## config.mk

```make
export PLATFORM = sky130hd
export DESIGN_NAME = i2c_portx_engine
export DESIGN_NICKNAME = d
export VERILOG_FILES = /design/src/rtl/portx_pkg.sv /design/src/rtl/portx_line_filter.sv /design/src/rtl/portx_bus_cond.sv /design/src/rtl/portx_xfer_fsm.sv /design/src/rtl/i2c_portx_engine.sv
export SDC_FILE = /design/constraint.sdc
export NUM_CORES = 1
export LEC_CHECK = 0
export ABC_CLOCK_PERIOD_IN_PS = 2200
export BUFFER_PORTS_ARGS = -buffer_cell sky130_fd_sc_hd__buf_2
export CORE_UTILIZATION = 55
export CTS_CLUSTER_DIAMETER = 30
export DETAILED_ROUTE_END_ITERATION = 6
export PLACE_DENSITY_LB_ADDON = 0.2
export SYNTH_ARGS = -nofsm -noshare
export SYNTH_HDL_FRONTEND = slang
export SYNTH_HIERARCHICAL = 1
export SYNTH_SLANG_ARGS = --single-unit
```

## constraint.sdc

```tcl
create_clock -name clk -period 2.2 [get_ports clk]
set_input_delay 0.11 -clock clk [delete_from_list [all_inputs] [get_ports clk]]
set_output_delay 0.11 -clock clk [all_outputs]
set_load 0.03 [all_outputs]
```

## src/rtl/portx_pkg.sv

```systemverilog
package portx_pkg;
  localparam int BYTE_W = 8;
  localparam int BIT_CW = $clog2(BYTE_W);

  typedef enum logic [2:0] {
    ST_IDLE,
    ST_ADDR,
    ST_ADDR_ACK,
    ST_WR_DATA,
    ST_WR_ACK,
    ST_RD_DATA,
    ST_RD_ACK,
    ST_WAIT
  } xfer_st_t;
endpackage

```

## src/rtl/portx_line_filter.sv

```systemverilog
// Two-flop synchronizer followed by a persistence filter: the clean output
// follows the synchronized line only after FILT_CYC equal differing samples.
module portx_line_filter #(
  parameter int FILT_CYC = 3
) (
  input  logic clk,
  input  logic rst,
  input  logic raw,
  output logic clean
);
  localparam int CW = (FILT_CYC < 2) ? 1 : $clog2(FILT_CYC + 1);

  logic          s1, s2;
  logic [CW-1:0] cnt;

  always_ff @(posedge clk) begin
    if (rst) begin
      s1    <= 1'b1;
      s2    <= 1'b1;
      clean <= 1'b1;
      cnt   <= '0;
    end else begin
      s1 <= raw;
      s2 <= s1;
      if (s2 != clean) begin
        if (cnt == CW'(FILT_CYC - 1)) begin
          clean <= s2;
          cnt   <= '0;
        end else begin
          cnt <= cnt + 1'b1;
        end
      end else begin
        cnt <= '0;
      end
    end
  end
endmodule

```

## src/rtl/portx_bus_cond.sv

```systemverilog
// Edge and bus-condition detection on the filtered lines.
module portx_bus_cond (
  input  logic clk,
  input  logic rst,
  input  logic scl_f,
  input  logic sda_f,
  output logic scl_rise,
  output logic scl_fall,
  output logic start_det,
  output logic stop_det
);
  logic scl_q, sda_q;

  always_ff @(posedge clk) begin
    if (rst) begin
      scl_q <= 1'b1;
      sda_q <= 1'b1;
    end else begin
      scl_q <= scl_f;
      sda_q <= sda_f;
    end
  end

  always_comb begin
    scl_rise  = scl_f & ~scl_q;
    scl_fall  = ~scl_f & scl_q;
    start_det = scl_f & scl_q & sda_q & ~sda_f;
    stop_det  = scl_f & scl_q & ~sda_q & sda_f;
  end
endmodule

```

## src/rtl/portx_xfer_fsm.sv

```systemverilog
// Byte-level transfer engine: address match, write-to-latch, alternating read.
module portx_xfer_fsm
  import portx_pkg::*;
#(
  parameter logic [2:0] ADDR_HI = 3'b110
) (
  input  logic              clk,
  input  logic              rst,
  input  logic              bus_rst_n,
  input  logic              scl_rise,
  input  logic              scl_fall,
  input  logic              start_det,
  input  logic              stop_det,
  input  logic              sda_f,
  input  logic [3:0]        addr_lo,
  input  logic [BYTE_W-1:0] pwr_dflt,
  input  logic [BYTE_W-1:0] pin_i,
  input  logic [BYTE_W-1:0] flags_i,
  output logic              sda_oe,
  output logic [BYTE_W-1:0] port_o,
  output logic              snap_stb,
  output logic              rd_active,
  output logic              stop_stb
);
  localparam logic [BIT_CW-1:0] LAST_BIT = BIT_CW'(BYTE_W - 1);

  xfer_st_t          st;
  logic [BIT_CW-1:0] bit_cnt;
  logic [BYTE_W-1:0] rx_sh;
  logic [BYTE_W-1:0] tx_sh;
  logic              byte_done;
  logic              rw_q;
  logic              sel_flags;
  logic              mack;
  logic              addr_hit;

  assign addr_hit = (rx_sh[BYTE_W-1:1] == {ADDR_HI, addr_lo});

  always_ff @(posedge clk) begin
    snap_stb <= 1'b0;
    stop_stb <= 1'b0;
    if (rst) begin
      st        <= ST_IDLE;
      bit_cnt   <= '0;
      rx_sh     <= '0;
      tx_sh     <= '0;
      byte_done <= 1'b0;
      rw_q      <= 1'b0;
      sel_flags <= 1'b0;
      mack      <= 1'b0;
      sda_oe    <= 1'b0;
      rd_active <= 1'b0;
      port_o    <= pwr_dflt;
    end else if (!bus_rst_n) begin
      st        <= ST_IDLE;
      sda_oe    <= 1'b0;
      rd_active <= 1'b0;
      byte_done <= 1'b0;
      bit_cnt   <= '0;
    end else if (stop_det) begin
      st        <= ST_IDLE;
      sda_oe    <= 1'b0;
      rd_active <= 1'b0;
      byte_done <= 1'b0;
      stop_stb  <= 1'b1;
    end else if (start_det) begin
      st        <= ST_ADDR;
      sda_oe    <= 1'b0;
      rd_active <= 1'b0;
      byte_done <= 1'b0;
      bit_cnt   <= '0;
    end else begin
      unique case (st)
        ST_ADDR: begin
          if (scl_rise) begin
            rx_sh   <= {rx_sh[BYTE_W-2:0], sda_f};
            bit_cnt <= bit_cnt + 1'b1;
            if (bit_cnt == LAST_BIT) byte_done <= 1'b1;
          end else if (scl_fall && byte_done) begin
            byte_done <= 1'b0;
            bit_cnt   <= '0;
            if (addr_hit) begin
              st        <= ST_ADDR_ACK;
              sda_oe    <= 1'b1;
              snap_stb  <= 1'b1;
              rw_q      <= rx_sh[0];
              rd_active <= rx_sh[0];
            end else begin
              st <= ST_WAIT;
            end
          end
        end
        ST_ADDR_ACK: begin
          if (scl_rise && rw_q) begin
            tx_sh     <= pin_i;
            sel_flags <= 1'b1;
          end else if (scl_fall) begin
            if (rw_q) begin
              st     <= ST_RD_DATA;
              sda_oe <= ~tx_sh[BYTE_W-1];
            end else begin
              st     <= ST_WR_DATA;
              sda_oe <= 1'b0;
            end
          end
        end
        ST_WR_DATA: begin
          if (scl_rise) begin
            rx_sh   <= {rx_sh[BYTE_W-2:0], sda_f};
            bit_cnt <= bit_cnt + 1'b1;
            if (bit_cnt == LAST_BIT) byte_done <= 1'b1;
          end else if (scl_fall && byte_done) begin
            byte_done <= 1'b0;
            bit_cnt   <= '0;
            port_o    <= rx_sh;
            sda_oe    <= 1'b1;
            st        <= ST_WR_ACK;
          end
        end
        ST_WR_ACK: begin
          if (scl_fall) begin
            sda_oe <= 1'b0;
            st     <= ST_WR_DATA;
          end
        end
        ST_RD_DATA: begin
          if (scl_fall) begin
            if (bit_cnt == LAST_BIT) begin
              bit_cnt <= '0;
              sda_oe  <= 1'b0;
              st      <= ST_RD_ACK;
            end else begin
              bit_cnt <= bit_cnt + 1'b1;
              tx_sh   <= {tx_sh[BYTE_W-2:0], 1'b0};
              sda_oe  <= ~tx_sh[BYTE_W-2];
            end
          end
        end
        ST_RD_ACK: begin
          if (scl_rise) begin
            mack <= ~sda_f;
            if (!sda_f) begin
              tx_sh     <= sel_flags ? flags_i : pin_i;
              sel_flags <= ~sel_flags;
            end
          end else if (scl_fall) begin
            if (mack) begin
              st     <= ST_RD_DATA;
              sda_oe <= ~tx_sh[BYTE_W-1];
            end else begin
              st <= ST_WAIT;
            end
          end
        end
        default: begin
        end
      endcase
    end
  end
endmodule

```

## src/rtl/i2c_portx_engine.sv

```systemverilog
module i2c_portx_engine
  import portx_pkg::*;
#(
  parameter int         FILT_CYC = 3,
  parameter logic [2:0] ADDR_HI  = 3'b110
) (
  input  logic              clk,
  input  logic              rst,
  input  logic              bus_rst_n,
  input  logic              scl_i,
  input  logic              sda_i,
  output logic              sda_oe,
  input  logic [3:0]        addr_lo,
  input  logic [BYTE_W-1:0] pwr_dflt,
  input  logic [BYTE_W-1:0] pin_i,
  input  logic [BYTE_W-1:0] flags_i,
  output logic [BYTE_W-1:0] port_o,
  output logic              snap_stb,
  output logic              rd_active,
  output logic              stop_stb
);
  localparam int NLINE = 2;

  logic [NLINE-1:0] raw_l, clean_l;
  logic scl_rise, scl_fall, start_det, stop_det;

  assign raw_l = {sda_i, scl_i};

  for (genvar g = 0; g < NLINE; g++) begin : g_line
    portx_line_filter #(.FILT_CYC(FILT_CYC)) u_flt (
      .clk   (clk),
      .rst   (rst),
      .raw   (raw_l[g]),
      .clean (clean_l[g])
    );
  end

  portx_bus_cond u_cond (
    .clk       (clk),
    .rst       (rst),
    .scl_f     (clean_l[0]),
    .sda_f     (clean_l[1]),
    .scl_rise  (scl_rise),
    .scl_fall  (scl_fall),
    .start_det (start_det),
    .stop_det  (stop_det)
  );

  portx_xfer_fsm #(.ADDR_HI(ADDR_HI)) u_fsm (
    .clk       (clk),
    .rst       (rst),
    .bus_rst_n (bus_rst_n),
    .scl_rise  (scl_rise),
    .scl_fall  (scl_fall),
    .start_det (start_det),
    .stop_det  (stop_det),
    .sda_f     (clean_l[1]),
    .addr_lo   (addr_lo),
    .pwr_dflt  (pwr_dflt),
    .pin_i     (pin_i),
    .flags_i   (flags_i),
    .sda_oe    (sda_oe),
    .port_o    (port_o),
    .snap_stb  (snap_stb),
    .rd_active (rd_active),
    .stop_stb  (stop_stb)
  );
endmodule

```

==> key figures <==
Setup path
  • Crit Path Max Fanout: 14
  • CP required: 2440 ps
  • Crit end category: flip-flop
  • Worst path max stage delay: 630 ps
  • Critical Path Start Type: flip-flop
  • Sequence of cells on the critical path: nor2_1, a2111oi_2, o221a_2, and2b_1, a22o_1
  • CP max-delay cell: dfxtp_1
  • Critical path's top delay family: compound AO/OA/AOI/OAI gates
  • Worst EP arrival: 2250 ps
  • Critical path class: reg -> reg
  • CP Buf/Inv Count: 0

Pwr
  • P per Cell Area: 565 nW/um^2
  • Peak supply drop: 0.000456 V
  • Leak: 1.24 nW
  • Tot Pwr: 1.60 mW

Floorplanning
  • Count of boundary I/O pins: 45
  • Die height: 68.3 um
  • Site Rows: 23
  • Die width: 68.3 um
  • Die ar.: 4660 um^2
  • Initial Utilization: 0.587
  • Area of the core: 4120 um^2

Detailed routing
  • Vias: 1901
  • DRT antenna net count: 0
  • TritonRoute pass-1 iters: 4
  • Initial DRC count: 98
  • Drt wl/cell: 13.4 um
  • Vias/cell: 5.48
  • Final WL: 4640 um
  • DRC Markers: 0

Final layout
  • Ant diodes: 0
  • Layout Nets: 333
  • Final Cell Area: 2830 um^2
  • Layout Area Growth over Synthesis: 17.0%
  • Final Util: 0.687
  • Fraction of layout cells with a size suffix above 1: 0.286

Clock tree
  • Reg clk slew, reported paths: 100 ps
  • Clk root buf: clkbuf_8
  • # H-tree levels: 2
  • Clk sinks: 50
  • Post-CTS setup buffers: 0
  • CTS Buf Count: 5
  • CTS tree: built
  • CTS max path bufs: 2
  • Worst skew pair latency: 290 ps

Min path
  • HP Class: in -> reg

Place
  • GPL Wtd Cong: 0.815
  • DPL Wire Length: 3400 um
  • Post-DP Area: 2720 um^2
  • Port Buffers: 44

Run
  • Max-Cap Viols: 0

Status
  • Status: completed

STA
  • Worst Hold Margin: 112 ps
  • Slew @ Worst Pin: 486 ps
  • Achievable Freq: 498 MHz
  • Final min period: 2010 ps
  • Final worst path period share: 0.913
  • Max-slew headroom: 0.676
  • Final Max Slew Viols: 0
  • Skew final: 10.1 ps
  • RSZ-0062 raised after global routing: false
  • Setup tns final: 0 ps
  • Final Setup Violations: 0
  • Final hold violations: 0

Logic synthesis
  • Synthesized instance count: 244
  • Synth Register Bits: 50
  • Top_reg_cell synth: dfxtp_1
  • Avg Cell Area, Syn: 9.90 um^2
  • Yosys Warn Count: 6
  • EDFF count, synth: 8
  • Yosys cell types: 57
  • Synthesized net count: 281
  • Post-synthesis sequential area ratio: 0.448
  • Synth async-reset ratio: 0
  • Cell area after synthesis: 2410 um^2

GRT
  • Overflow after GRT: 0
  • First-pass GRT wire length: 7590 um
  • Largest net degree at the start of global routing: 36
  • Initial antenna violation count: 0
  • Gr usage total: 0.218
  • Number of global-route vias before repair: 1719
-- path summary, 6_finish.rpt --
kind / startpoint / cells past startpoint / slack [ps] / end
max reg2reg: u_fsm/st[2]$_SDFFE_PP0P_ / 5 / 190 / u_fsm/tx_sh[6]$_SDFFE_PP0P_
min reg2reg: g_line[0].u_flt/s1$_SDFF_PP1_ / 1 / 410 / g_line[0].u_flt/s2$_SDFF_PP1_
max: u_fsm/st[2]$_SDFFE_PP0P_ / 5 / 190 / u_fsm/tx_sh[6]$_SDFFE_PP0P_
min: pwr_dflt[1] / 2 / 110 / u_fsm/port_o[1]$_DFFE_PP_
-- power breakdown --
group | switching [mW] | leakage (nW) | internal (mW)
registers | 0.00474 | 0.417 | 0.945
logic | 0.0684 | 0.776 | 0.0552
clock network | 0.298 | 0.0483 | 0.224
-- sequential cells by signal, indices dropped and copies added, names as in the netlist, 3 cells and up --
signal / count
u_fsm/port_o: 8
u_fsm/st: 3
u_fsm/tx_sh: 8
u_fsm/rx_sh: 8
u_fsm/bit_cnt: 3
g_line.u_flt/cnt: 4
-- cell families after synthesis --
logic type,synth area share
buf+inv,0.0342
flops,0.448
mux,0.128
fa+ha+maj,0.0207
xor+xnor,0.0218
compound gates,0.151
simple gates,0.196
-- metrics by stage --
stage | cells | setup slack (ps)
finish | 347 | 192
global placement | 337 | 293
global route | 347 | 77.4
CTS | 347 | 165
floorplan | 244 | 358
detailed placement | 337 | 217
-- cell usage in the layout (no fill, tap or decap), types with 5 or more instances in the layout --
master     n
a21oi_1    5
a22o_1     7
buf_2     44
buf_4     11
clkbuf_8   5
dfxtp_1   42
edfxtp_1   8
inv_1      5
mux2_2     7
mux2i_1   22
nand2_1   16
nor2_1    27
nor2b_1    5
nor4_1     5
o21ai_0   11
or2_2      5
-- layout make-up --
class	instances	area [um^2]
Clock inverter	3	18.8
Multi-Input combinational cell	177	1250
Fill cell	341	1290
Sequential cell	50	1080
Inverter	5	18.8
Timing Repair Buffer	57	323
Tap cell	50	62.6
Clock buffer	5	68.8
-- Yosys cell counts, drive strengths merged, types with 2 or more instances --
master	n	area [um^2]
a2111oi	2	30.0
edfxtp	8	240
xnor2	2	17.5
a211oi	3	22.5
nand3b	2	15.0
nand4	3	18.8
a22o	7	61.3
nor3b	2	20.0
nor2b	6	37.5
nand3	5	30.0
mux2i	22	220
xor2	4	35.0
and4b	2	20.0
nor2	27	101
nand2	16	60.1
buf	8	48.8
inv	5	18.8
and2	2	12.5
o21ai	12	60.1
a21boi	2	15.0
a211o	3	28.8
mux2	8	90.1
nor4	5	31.3
nand2b	4	25.0
clkbuf	4	15.0
a22oi	2	15.0
dfxtp	42	841
a311oi	2	17.5
or2	7	43.8
a21oi	5	25.0
ha	4	50.1
nor3	2	10.0
-- metal layers --
metal / GRT usage / wire length [um] / vias to the layer above
met5: 0 / 0 / -
met3: 0.0500 / 122 / 2
li1: - / - / 988
met4: 0.0547 / 27 / 0
met1: 0.289 / 2300 / 879
met2: 0.355 / 2190 / 32
-- repair_timing --
item,CTS,global route
hold endpoints to repair,2,0
hold buffers,2,0
endpoints found under the setup margin,0,4
gates resized for setup,0,1
Power figures use the tool's default switching activity.
